--- config.mk ---
export PLATFORM = sky130hd
export DESIGN_NAME = tile_switch
export DESIGN_NICKNAME = d
export VERILOG_FILES = /design/src/rtl/tile_switch_pkg.sv /design/src/rtl/ts_fifo.sv /design/src/rtl/ts_sched.sv /design/src/rtl/ts_xbar.sv /design/src/rtl/tile_switch.sv
export SDC_FILE = /design/constraint.sdc
export NUM_CORES = 1
export LEC_CHECK = 0
export CAP_MARGIN = 20
export CORE_MARGIN = 1
export CORE_UTILIZATION = 65
export CTS_BUF_LIST = sky130_fd_sc_hd__clkbuf_4 sky130_fd_sc_hd__clkbuf_8
export DETAILED_ROUTE_END_ITERATION = 8
export PLACE_DENSITY = 0.95
export SKIP_LAST_GASP = 1
export SYNTH_ARGS = -nofsm -noshare
export SYNTH_HDL_FRONTEND = slang
export SYNTH_SLANG_ARGS = --single-unit
--- constraint.sdc ---
create_clock -name clk -period 5.85 [get_ports clk]
set_input_delay 1.17 -clock clk [delete_from_list [all_inputs] [get_ports clk]]
set_output_delay 1.17 -clock clk [all_outputs]
set_load 0.05 [all_outputs]
--- src/rtl/tile_switch_pkg.sv ---
package tile_switch_pkg;
   localparam int NUM_LINKS = 4;
   localparam int NUM_PORTS = 5;
   localparam int FLD_W     = 4;
   localparam int INSTR_W   = NUM_PORTS * FLD_W;

   typedef enum logic [2:0] {
      SRC_NORTH = 3'd0,
      SRC_SOUTH = 3'd1,
      SRC_EAST  = 3'd2,
      SRC_WEST  = 3'd3,
      SRC_CORE  = 3'd4
   } src_sel_e;
endpackage

--- src/rtl/ts_fifo.sv ---
module ts_fifo #(
   parameter int W     = 16,
   parameter int DEPTH = 4
) (
   input  logic         clk,
   input  logic         rst_n,
   input  logic         push,
   input  logic [W-1:0] din,
   input  logic         pop,
   output logic [W-1:0] dout,
   output logic         empty,
   output logic         full
);
   localparam int AW = $clog2(DEPTH);

   logic [W-1:0]  mem [DEPTH];
   logic [AW-1:0] wp, rp;
   logic [AW:0]   cnt;
   logic          do_push, do_pop;

   assign empty   = (cnt == '0);
   assign full    = (cnt == (AW+1)'(DEPTH));
   assign do_push = push && !full;
   assign do_pop  = pop && !empty;
   assign dout    = mem[rp];

   always_ff @(posedge clk) begin
      if (!rst_n) begin
         wp  <= '0;
         rp  <= '0;
         cnt <= '0;
      end else begin
         if (do_push) begin
            mem[wp] <= din;
            wp      <= (wp == AW'(DEPTH-1)) ? '0 : wp + 1'b1;
         end
         if (do_pop)
            rp <= (rp == AW'(DEPTH-1)) ? '0 : rp + 1'b1;
         case ({do_push, do_pop})
            2'b10:   cnt <= cnt + 1'b1;
            2'b01:   cnt <= cnt - 1'b1;
            default: cnt <= cnt;
         endcase
      end
   end
endmodule

--- src/rtl/ts_sched.sv ---
module ts_sched #(
   parameter int DEPTH   = 16,
   parameter int INSTR_W = 20,
   localparam int PCW    = $clog2(DEPTH)
) (
   input  logic               clk,
   input  logic               rst_n,
   input  logic               run_en,
   input  logic               cfg_we,
   input  logic [PCW-1:0]     cfg_addr,
   input  logic [INSTR_W-1:0] cfg_data,
   input  logic [PCW-1:0]     sched_last,
   output logic [PCW-1:0]     pc,
   output logic [INSTR_W-1:0] instr
);
   logic [INSTR_W-1:0] store [DEPTH];

   assign instr = store[pc];

   always_ff @(posedge clk) begin
      if (!rst_n)
         pc <= '0;
      else if (!run_en)
         pc <= '0;
      else
         pc <= (pc == sched_last) ? '0 : pc + 1'b1;
   end

   for (genvar e = 0; e < DEPTH; e++) begin : g_entry
      always_ff @(posedge clk) begin
         if (!rst_n)
            store[e] <= '0;
         else if (cfg_we && !run_en && cfg_addr == PCW'(e))
            store[e] <= cfg_data;
      end
   end
endmodule

--- src/rtl/ts_xbar.sv ---
module ts_xbar
   import tile_switch_pkg::*;
#(
   parameter int W = 16
) (
   input  logic [INSTR_W-1:0]     instr,
   input  logic [NUM_PORTS*W-1:0] src_data,
   input  logic [NUM_PORTS-1:0]   src_valid,
   output logic [NUM_PORTS*W-1:0] dst_data,
   output logic [NUM_PORTS-1:0]   dst_valid,
   output logic                   core_pop
);
   logic [NUM_PORTS-1:0] uses_core;

   for (genvar d = 0; d < NUM_PORTS; d++) begin : g_dst
      logic [FLD_W-1:0] fld;
      logic [2:0]       sel;
      logic             hit;
      assign fld = instr[d*FLD_W +: FLD_W];
      assign sel = fld[2:0];
      assign hit = fld[3] && (int'(sel) < NUM_PORTS);
      always_comb begin
         dst_data[d*W +: W] = '0;
         dst_valid[d]       = 1'b0;
         if (hit) begin
            dst_data[d*W +: W] = src_data[int'(sel)*W +: W];
            dst_valid[d]       = src_valid[int'(sel)];
         end
      end
      assign uses_core[d] = hit && (sel == SRC_CORE);
   end

   assign core_pop = |uses_core;
endmodule

--- src/rtl/tile_switch.sv ---
module tile_switch
   import tile_switch_pkg::*;
#(
   parameter int LINK_W      = 16,
   parameter int SCHED_DEPTH = 16,
   parameter int FIFO_DEPTH  = 4,
   localparam int PCW        = $clog2(SCHED_DEPTH)
) (
   input  logic                        clk,
   input  logic                        rst_n,
   input  logic                        run_en,
   input  logic                        cfg_we,
   input  logic [PCW-1:0]              cfg_addr,
   input  logic [INSTR_W-1:0]          cfg_data,
   input  logic [PCW-1:0]              sched_last,
   input  logic [NUM_LINKS*LINK_W-1:0] link_in_data,
   input  logic [NUM_LINKS-1:0]        link_in_valid,
   output logic [NUM_LINKS*LINK_W-1:0] link_out_data,
   output logic [NUM_LINKS-1:0]        link_out_valid,
   input  logic                        core_wr_en,
   input  logic [LINK_W-1:0]           core_wr_data,
   output logic                        core_tx_full,
   input  logic                        core_rd_en,
   output logic [LINK_W-1:0]           core_rx_data,
   output logic                        core_rx_valid,
   output logic                        rx_overflow
);
   if (SCHED_DEPTH < 2 || (SCHED_DEPTH & (SCHED_DEPTH - 1)) != 0) begin : g_bad_depth
      $error("SCHED_DEPTH must be a power of two of at least 2");
   end
   if (FIFO_DEPTH < 2 || (FIFO_DEPTH & (FIFO_DEPTH - 1)) != 0) begin : g_bad_fifo
      $error("FIFO_DEPTH must be a power of two of at least 2");
   end
   if (LINK_W < 1) begin : g_bad_width
      $error("LINK_W must be positive");
   end

   logic [PCW-1:0]              pc;
   logic [INSTR_W-1:0]          instr;
   logic [NUM_PORTS*LINK_W-1:0] dst_data;
   logic [NUM_PORTS-1:0]        dst_valid;
   logic                        core_pop;
   logic [LINK_W-1:0]           tx_head;
   logic                        tx_empty, rx_empty, rx_full, rx_push;

   ts_sched #(.DEPTH(SCHED_DEPTH), .INSTR_W(INSTR_W)) u_sched (
      .clk, .rst_n, .run_en, .cfg_we, .cfg_addr, .cfg_data, .sched_last,
      .pc(pc), .instr(instr)
   );

   ts_xbar #(.W(LINK_W)) u_xbar (
      .instr(instr),
      .src_data({tx_head, link_in_data}),
      .src_valid({!tx_empty, link_in_valid}),
      .dst_data(dst_data),
      .dst_valid(dst_valid),
      .core_pop(core_pop)
   );

   ts_fifo #(.W(LINK_W), .DEPTH(FIFO_DEPTH)) u_tx (
      .clk, .rst_n,
      .push(core_wr_en), .din(core_wr_data),
      .pop(run_en && core_pop), .dout(tx_head),
      .empty(tx_empty), .full(core_tx_full)
   );

   assign rx_push = run_en && dst_valid[NUM_LINKS];

   ts_fifo #(.W(LINK_W), .DEPTH(FIFO_DEPTH)) u_rx (
      .clk, .rst_n,
      .push(rx_push), .din(dst_data[NUM_LINKS*LINK_W +: LINK_W]),
      .pop(core_rd_en), .dout(core_rx_data),
      .empty(rx_empty), .full(rx_full)
   );

   assign core_rx_valid = !rx_empty;

   always_ff @(posedge clk) begin
      if (!rst_n) begin
         link_out_data  <= '0;
         link_out_valid <= '0;
         rx_overflow    <= 1'b0;
      end else begin
         if (run_en) begin
            link_out_data  <= dst_data[NUM_LINKS*LINK_W-1:0];
            link_out_valid <= dst_valid[NUM_LINKS-1:0];
         end else begin
            link_out_valid <= '0;
         end
         if (rx_push && rx_full)
            rx_overflow <= 1'b1;
      end
   end
endmodule

Word-level counts from Yosys, hierarchy flattened
Memories as Yosys holds them, arrays and structs flattened. A register that Yosys moved wholly into a read port is not among the register bits.
Index checks and enable logic that the tools add are counted.

storage, ports and cells
  register bits = 87
  bits in writable memories = 448
  bits of input ports = 118
  logic and storage cells = 237
  memories = 3

memories
  memory         words  bits a word  rd ports  clocked after Yosys merged registers in  wr ports  line            RTL
  u_sched.store  16     20           1         1                                        16        ts_sched.sv:16  logic [INSTR_W-1:0] store [DEPTH];
  u_rx.mem       4      16           1         1                                        1         ts_fifo.sv:16   logic [W-1:0] mem [DEPTH];
  u_tx.mem       4      16           1         1                                        1         ts_fifo.sv:16

operators by class
  add/sub/neg operators = 9
  order comparisons = 10
  eq/ne operators = 31
  shift-type cells = 5
  multiplexer cells = 98
  bitwise operators = 18
  reduce and logical (&&, ||, !) cells = 50

operators by type and width
  operator                                                                      count
  80-bit by 8-bit indexed part select with 16-bit output                        5
  20-bit 2-to-1 mux                                                             16
  16-bit 2-to-1 mux                                                             5
  1-bit 2-to-1 mux                                                              61
  1-bit logical AND                                                             34
  4-bit == test, second input constant                                          8
  3-bit == test, second input constant                                          7
  3-bit by 4-bit less-than comparator with 1-bit output, second input constant  5
  4-bit by 3-bit == test with 1-bit output, second input constant               4
  2-bit 2-to-1 mux                                                              8
  1-bit OR                                                                      16
  1-bit binary-select mux with 3-bit select                                     5
  3-bit less-than comparator, second input constant                             5
  2-bit == test, second input constant                                          6
  3-bit case mux with 2 select lines                                            2
  3-bit AND reduction                                                           4
  2-bit by 1-bit adder with 2-bit output, second input constant                 4
  4-bit by 2-bit == test with 1-bit output, second input constant               2
  3-bit by 1-bit adder with 3-bit output, second input constant                 2
  3-bit zero test                                                               2
  3-bit by 1-bit subtractor with 3-bit output, second input constant            2
  1-bit zero test                                                               5
  5-bit OR reduction                                                            1
  4-bit by 1-bit adder with 4-bit output, second input constant                 1
  8 further kinds                                                               11

Logic depth before layout (Yosys ltp)
Gate-level depths: netlist (run 1).

  depth in word-level cells = 10
  gate-level depth with buffers = 19
  depth with buffers taken out = 13

Modules after synthesis
A second synthesis (run 1) with hierarchy kept.

second synthesis, totals
  cells, all modules = 2004
  area, all modules = 27027.2 um^2

modules (own cells, without submodules)
  module          times used  cells each  area each (um^2)  seq. area each (um^2)
  ts_sched        1           1019        14831.7           9689.3
  ts_xbar         1           483         3892.5            0.0
  ts_fifo (u_tx)  1           140         2841.5            2102.0
  ts_fifo (u_rx)  1           140         2840.2            2102.0
  tile_switch     1           222         2621.3            1381.3

Worst setup path before layout (run 1)
Ideal clock, no wire load.

  path type = register -> register
  start = register, netlist name u_sched.pc[0]
  end = register u_tx.cnt[2]
  data arrival time = 3.703 ns
  setup slack = 2.071 ns
  stages on the path, launching flop included = 18
  buffers on the path = 5
  period minus slack after synthesis = 3.779 ns
  path through = dfxtp_1 > buf_6 > buf_12 > buf_12 > mux4_2 > mux4_2 > buf_2 > and4bb_1 > buf_4 > a31o_1 > nor3_1 > nor2_1 > ha_1 > inv_1 > fa_1 > xor2_1 > or3_1 > a21boi_0

RTL lines
  what                  line           RTL
  end signal, assigned  ts_fifo.sv:40  2'b10: cnt <= cnt + 1'b1;
  end signal, assigned  ts_fifo.sv:41  2'b01: cnt <= cnt - 1'b1;
  end signal, assigned  ts_fifo.sv:42  default: cnt <= cnt;
  end, declared         ts_fifo.sv:18  logic [AW:0] cnt;

==> run_results.csv, run 1 <==
group,metric,value,unit
clocking,cts_sinks,539,
synthesis,yosys.area_share.xor_xnor,0.339,%
power_and_ir_drop,switchingPower,0.00257,W
synthesis,synth_top_area_cell,"edfxtp_1",
critical_path,worstSetupPathType,"flip-flop to flip-flop",
synthesis,synth_edf_count,448,
timing,rsz0062_at_grt,"no",
synthesis,synthCells,1834,
critical_path,r2r_start,"u_sched.pc[0]",
timing,skew,0.0439,ns
critical_path,r2r_slack,0.83,ns
clocking,clk_latency,0.66,ns
cells_and_area,syn_to_final_growth,17.1,%
floorplan,start_util,66.4,%
timing,fin_crit_sh,85.8,%
global_route,grt_pass1_wl,119000,um
global_route,grt_antenna_before_repair,3,
synthesis,synth_top_family_by_area,"multiplexers",
routing,drt_iter0_markers,2867,
hold_path,hp-start,"link_out_data[3]",
clocking,root_buffer,"clkbuf_8",
clocking,cts_resized,0,
critical_path,endpoint_kind,"flip-flop",
timing,period_minus_slack,5.02,ns
placed_design,place_hpwl,49000,um
job,max_cap_viol_count,0,
synthesis,ys_seq_elements,539,
synthesis,synth_top_area_share,52.1,%
floorplan,boundaryPins,205,
clocking,htreeDepth,3,
synthesis,syn_area_per_cell,14.1,um^2
routing,wirelength,80900,um
power_and_ir_drop,swShare,27.6,%
clocking,clk_pin_slew_worst_paths,0.07,ns
timing,setup_ws,0.830,ns
placed_design,postPlaceCellArea,0.0284,mm^2
floorplan,die-area,0.0406,mm^2
timing,hold_viol,0,
synthesis,synth_warnings,0,
routing,via_per_inst,7.11,
power_and_ir_drop,powerDensity,308,mW/mm^2
global_route,grtUsageTotal,40.4,%
synthesis,yosysUniqueCellTypes,65,
placed_design,pre_cts_ws,0.912,ns
timing,slew_violations,0,
power_and_ir_drop,seqPwrFrac,47.9,%
timing,relSlewSlack,18.8,%
cells_and_area,nets,2167,
power_and_ir_drop,combPwrFrac,16.3,%
timing,setup_violations,0,
timing,holdWs,0.466,ns
cells_and_area,drive_gt1_share,17.8,%
hold_path,hold_path.class,"flip-flop to flip-flop",
clocking,postCtsSetupBuffers,0,
global_route,grt_start_max_net_pins,40,
status,outcome,"complete, no violations",
synthesis,synth-compound-area-share,6.83,%
power_and_ir_drop,p_int,0.00674,W
floorplan,die_x,201,um
synthesis,synth.net_count,1967,
routing,wl_per_cell,30.8,um
routing,drc,0,
clocking,cts_tree,"done",
synthesis,syn_area,0.0258,mm^2
clocking,cts_hold_buf,0,
power_and_ir_drop,p_clk_share,35.7,%
critical_path,crit_fanout,39,
power_and_ir_drop,power.static_leakage,10.8,nW
synthesis,synthMuxAreaShare,18.0,%
clocking,cts_made_buffers,83,
routing,postRouteAntennaNets,0,
critical_path,cp.required,6.43,ns
global_route,grt.overflow.total,0,
timing,fmax,0.199,GHz
synthesis,ys_seq_area_share,59.1,%
synthesis,yosysMostFrequentCell,"edfxtp_1",
timing,tightest_slew,1.22,ns
timing,tns,0,ns
floorplan,die-height,201,um
placed_design,io_buffers,204,
floorplan,core_area,0.0389,mm^2
clocking,cts.path.max_buffers,3,
synthesis,synth_ff_type,"edfxtp_1",
power_and_ir_drop,total_power,0.00931,W
critical_path,cp.arrival,5.61,ns
critical_path,crit_start,"u_sched.pc[0]",
routing,firstDrtPassIters,6,
placed_design,gp_congestion,0.917,
critical_path,cp-start-kind,"flip-flop",
synthesis,synth_fa_ha_area_share,0.784,%
synthesis,async_reset_ff_share,0,%
power_and_ir_drop,ir_drop,0.000224,V
synthesis,yosys.area_share.simple,12.1,%
cells_and_area,final_cell_area,0.0303,mm^2
routing,vias,18700,
synthesis,synthTopCellsByCount,"edfxtp_1, and2_1, mux2i_1",
synthesis,synthTopCellsByArea,"edfxtp_1, mux4_2, and2_1",
floorplan,core.rowCount,72,
global_route,grt_pass1_vias,19400,
==> sequential cells by signal, summed over array words and instances, names as in the netlist, named ones only <==
| name | cells |
|---|---|
| link_out_data | 64 |
| link_out_valid | 4 |
| rx_overflow | 1 |
| u_rx.cnt | 3 |
| u_rx.mem | 64 |
| u_rx.rp | 2 |
| u_rx.wp | 2 |
| u_sched.pc | 4 |
| u_sched.store | 320 |
| u_tx.cnt | 3 |
| u_tx.mem | 64 |
| u_tx.rp | 2 |
| u_tx.wp | 2 |
==> area by class of cell <==
class                           instances  area, um^2
Clock buffer                          127        1520
Tap cell                              518         648
Sequential cell                       539       15300
Multi-Input combinational cell       1140        9990
Fill cell                            2072        8650
Timing Repair Buffer                  253        2530
Inverter                               17        63.8
Antenna cell                            4        10.0
Clock inverter                         29         220
==> stage by stage <==
step                      cells  util (%)
final                      2627      77.8
after floorplan            1834         -
after global placement     2458      72.8
after CTS                  2618      77.4
after detailed placement   2462      73.0
after global routing       2624      77.7
==> per-layer routing <==
metal / global-route usage (%) / vias up / wire length [um]
met2: 62.4 / 1910 / 37900
li1: - / 7378 / -
met3: 11.9 / 494 / 11400
met1: 48.4 / 8897 / 25500
met5: 0 / - / 24
met4: 29.7 / 4 / 6170
==> logic make-up after synthesis <==
| family | Yosys count |
|---|---|
| and+or+nand+nor | 555 |
| DFF | 539 |
| AOI/OAI and AO/OA | 239 |
| adders and majority gates | 15 |
| muxes | 321 |
| buffers and inverters | 155 |
| xor gates and xnor gates | 10 |
==> path summary, 6_finish.rpt <==
path | end | cells after the start
hold / removal | link_out_data[3] | 2
setup / recovery | u_tx.cnt[2] | 13
setup reg to reg | u_tx.cnt[2] | 13
hold reg to reg | link_out_data[3] | 2
==> cells in the final DEF (no fill, tap or decap), drive strengths merged, types with 13 or more instances in the layout <==
cell	n
inv	20
a221oi	22
clkdlybuf4s50	203
a221o	16
o21ai	67
nand2	106
nor2	45
mux2	16
and2	349
ha	13
mux2i	193
mux4	112
a22oi	20
buf	49
o221ai	32
a2bb2oi	16
clkbuf	128
a21oi	26
a22o	16
clkinv	22
dfxtp	91
nor2b	13
edfxtp	448
==> power by group through the flow <==
stage,Sequential (W),Clock (W),Combinational (W)
floorplan,0.00457,0,0.000868
global placement,0.00453,0,0.00137
detailed placement,0.00455,0,0.00142
CTS,0.00447,0.00331,0.00145
global route,0.00448,0.00347,0.00157
finish,0.00446,0.00333,0.00152
==> worst max-delay path: stages (launching register included) <==
cell      delay, ns
dfxtp_4        0.86
buf_4          0.64
mux4_2         0.35
a22oi_1        0.14
a21oi_2        0.92
and4_1         0.44
nor3_1         0.10
nor2_1         0.14
ha_1           0.22
inv_1          0.07
fa_1           0.39
xor2_1         0.16
or3_1          0.30
a21boi_0       0.17
Note: power is estimated with default switching activity, not from simulation.
==> run 2, diff against run 1 <==
- CORE_UTILIZATION: 65 -> 55
- CTS_CLUSTER_DIAMETER: unset -> 30
- PLACE_DENSITY: 0.95 -> 0.88
- clock period: 5.85 -> 4.1 ns (I/O delays scaled with it)
==> run 2 against run 1 <==
Worst setup slack lost 0.64 ns; combinational power grew 41%; routed wire length shrank 4.2%; largest cell class unchanged; highest routed layer is now met4; critical path type unchanged.
==> run_results.csv, run 2 (synthesized netlist as in run 1, its figures left out) <==
group,metric,value,unit
routing,drt_iter0_markers,2569,
routing,wirelength,77500,um
placed_design,gp_congestion,0.933,
floorplan,die-area,0.0479,mm^2
critical_path,endpoint_kind,"flip-flop",
status,outcome,"complete, no violations",
power_and_ir_drop,combPwrFrac,14.6,%
routing,routed-wl-met3,9540,um
placed_design,placed_cells,2601,
power_and_ir_drop,ir_drop,0.000354,V
global_route,grt_pass1_wl,113000,um
power_and_ir_drop,powerDensity,472,mW/mm^2
floorplan,core.rowCount,79,
timing,tightest_slew,0.958,ns
critical_path,cp_top_family,"multiplexers",
clocking,htreeDepth,3,
critical_path,rr_worst_depth,13,
timing,skew,0.0486,ns
routing,wl_met2,37200,um
timing,fmax,0.256,GHz
routing,postRouteAntennaNets,0,
power_and_ir_drop,power.static_leakage,11.4,nW
critical_path,cp-start-kind,"flip-flop",
timing,relSlewSlack,36.0,%
clocking,cts_sinks,539,
power_and_ir_drop,p_clk_share,42.5,%
critical_path,crit_chain,"buf_12 > mux4_2 > mux4_2 > mux4_2 > a22oi_2 > nor2_2 > inv_1 > ha_1 > inv_1 > fa_1 > xor2_1 > or3_1 > a21boi_0",
cells_and_area,multiInputGateArea,0.00990,mm^2
global_route,grtUsageTotal,32.4,%
timing,holdWs,0.459,ns
cells_and_area,top_register,"u_sched.store",
critical_path,crit_top_cell,"mux4_2",
hold_path,hold_end,"link_out_data[5]",
clocking,cts.path.max_buffers,3,
routing,top_layer,"met4",
clocking,clk_latency,0.70,ns
timing,period_minus_slack,3.91,ns
cells_and_area,nets,2239,
timing,fin_crit_sh,95.5,%
timing,setup_violations,0,
clocking,cts_made_buffers,105,
critical_path,cp.arrival,4.50,ns
floorplan,boundaryPins,205,
routing,wl_per_cell,27.6,um
global_route,grt_pass1_vias,18600,
critical_path,critPathMaxStageDelay,0.55,ns
cells_and_area,syn_to_final_growth,21.5,%
floorplan,die-height,219,um
critical_path,worstSetupPathType,"flip-flop to flip-flop",
critical_path,r2r-end,"u_rx.cnt[2]",
cells_and_area,fill_cells,3031,
power_and_ir_drop,swShare,26.0,%
critical_path,cpMaxStageDelayCell,"mux4_2",
routing,drt-met1-wl,26800,um
global_route,grt_start_max_net_pins,65,
floorplan,core_area,0.0465,mm^2
global_route,grt_antenna_before_repair,2,
timing,slew_violations,0,
hold_path,hold_path.class,"flip-flop to flip-flop",
critical_path,cp_num_buf_inv,3,
routing,drc,0,
cells_and_area,final_cell_mix,"edfxtp_1, and2_1, clkdlybuf4s50_1, mux2i_1, clkbuf_8",
timing,tns,0,ns
timing,hold_viol,0,
placed_design,place_hpwl,48500,um
hold_path,whs_path_depth,2,
floorplan,die_x,219,um
floorplan,start_util,55.6,%
routing,firstDrtPassIters,5,
clocking,clk_pin_slew_worst_paths,0.05,ns
placed_design,io_buffers,204,
clocking,cts_hold_buf,0,
critical_path,r2r_start,"u_sched.pc[0]",
timing,rsz0062_at_grt,"no",
routing,vias,18400,
critical_path,r2r_slack,0.19,ns
routing,via_per_inst,6.55,
critical_path,cp.required,4.69,ns
hold_path,hp-start,"link_out_data[5]",
clocking,cts_tree,"done",
power_and_ir_drop,switchingPower,0.00385,W
cells_and_area,seq_area,0.0153,mm^2
cells_and_area,largest_register_ff_count,320,
power_and_ir_drop,seqPwrFrac,43.0,%
critical_path,crit_fanout,7,
cells_and_area,final_cells,2803,
cells_and_area,mostFrequentLayoutCell,"edfxtp_1",
job,max_cap_viol_count,0,
cells_and_area,drive_gt1_share,20.5,%
global_route,grt.overflow.total,0,
power_and_ir_drop,p_int,0.0110,W
clocking,root_buffer,"clkbuf_8",
-- run 2: worst min-delay path, stage by stage (launching register included) --
cell	delay, ns
dfxtp_1	0.32
nand2_1	0.05
o21ai_0	0.06
-- run 2: how the worst max path moves through the flow --
stage	end	slack (ns)	depth (start not counted)	from
2_1_floorplan	u_tx.cnt[2]	0.32	17	u_sched.pc[0]
3_3_place_gp	u_tx.cnt[2]	0.26	14	u_sched.pc[0]
3_5_place_dp	u_tx.cnt[2]	0.07	14	u_sched.pc[0]
4_1_cts	u_tx.cnt[2]	0.05	14	u_sched.pc[0]
5_1_grt	u_rx.cnt[2]	0.08	13	u_sched.pc[0]
6_report	u_rx.cnt[2]	0.19	13	u_sched.pc[0]
-- run 2: power groups by stage --
stage	clock network [W]	logic, W	registers [W]
after detailed placement	0	0.00209	0.00646
after global placement	0	0.00203	0.00644
final	0.00629	0.00215	0.00636
after floorplan	0	0.00124	0.00652
after CTS	0.00632	0.00211	0.00636
after global routing	0.00660	0.00224	0.00637
-- run 2: cell type report --
cell class	count	area share [%]
Sequential cell	539	48.7
Multi-Input combinational cell	1140	31.5
Timing Repair Buffer	303	9.18
Clock buffer	132	5.37
Clock inverter	64	2.60
Tap cell	607	2.42
Inverter	17	0.203
Antenna cell	1	0.00797
-- run 2: what timing repair did --
item | in CTS | in global routing
setup buffers | 0 | 5
endpoints found under the hold margin | 0 | 0
endpoints found under the setup margin | 0 | 2
resized for setup | 0 | 6
-- run 2: through the flow --
stage / worst slack [ns] / cell area, um^2 / util, % / total power, W
final: 0.186 / 31400 / 67.6 / 0.0148
after global routing: 0.0841 / 31400 / 67.6 / 0.0152
after CTS: 0.0493 / 31300 / 67.4 / 0.0148
after detailed placement: 0.0678 / 28800 / 62.0 / 0.00856
after global placement: 0.261 / 28800 / 62.0 / 0.00848
after floorplan: 0.321 / 25800 / - / 0.00776
-- run 2: per-layer routing --
metal / vias to the layer above / GRT usage, %
li1: 7556 / -
met5: - / 0
met3: 278 / 7.53
met1: 8971 / 40.4
met2: 1546 / 52.0
met4: 0 / 18.4
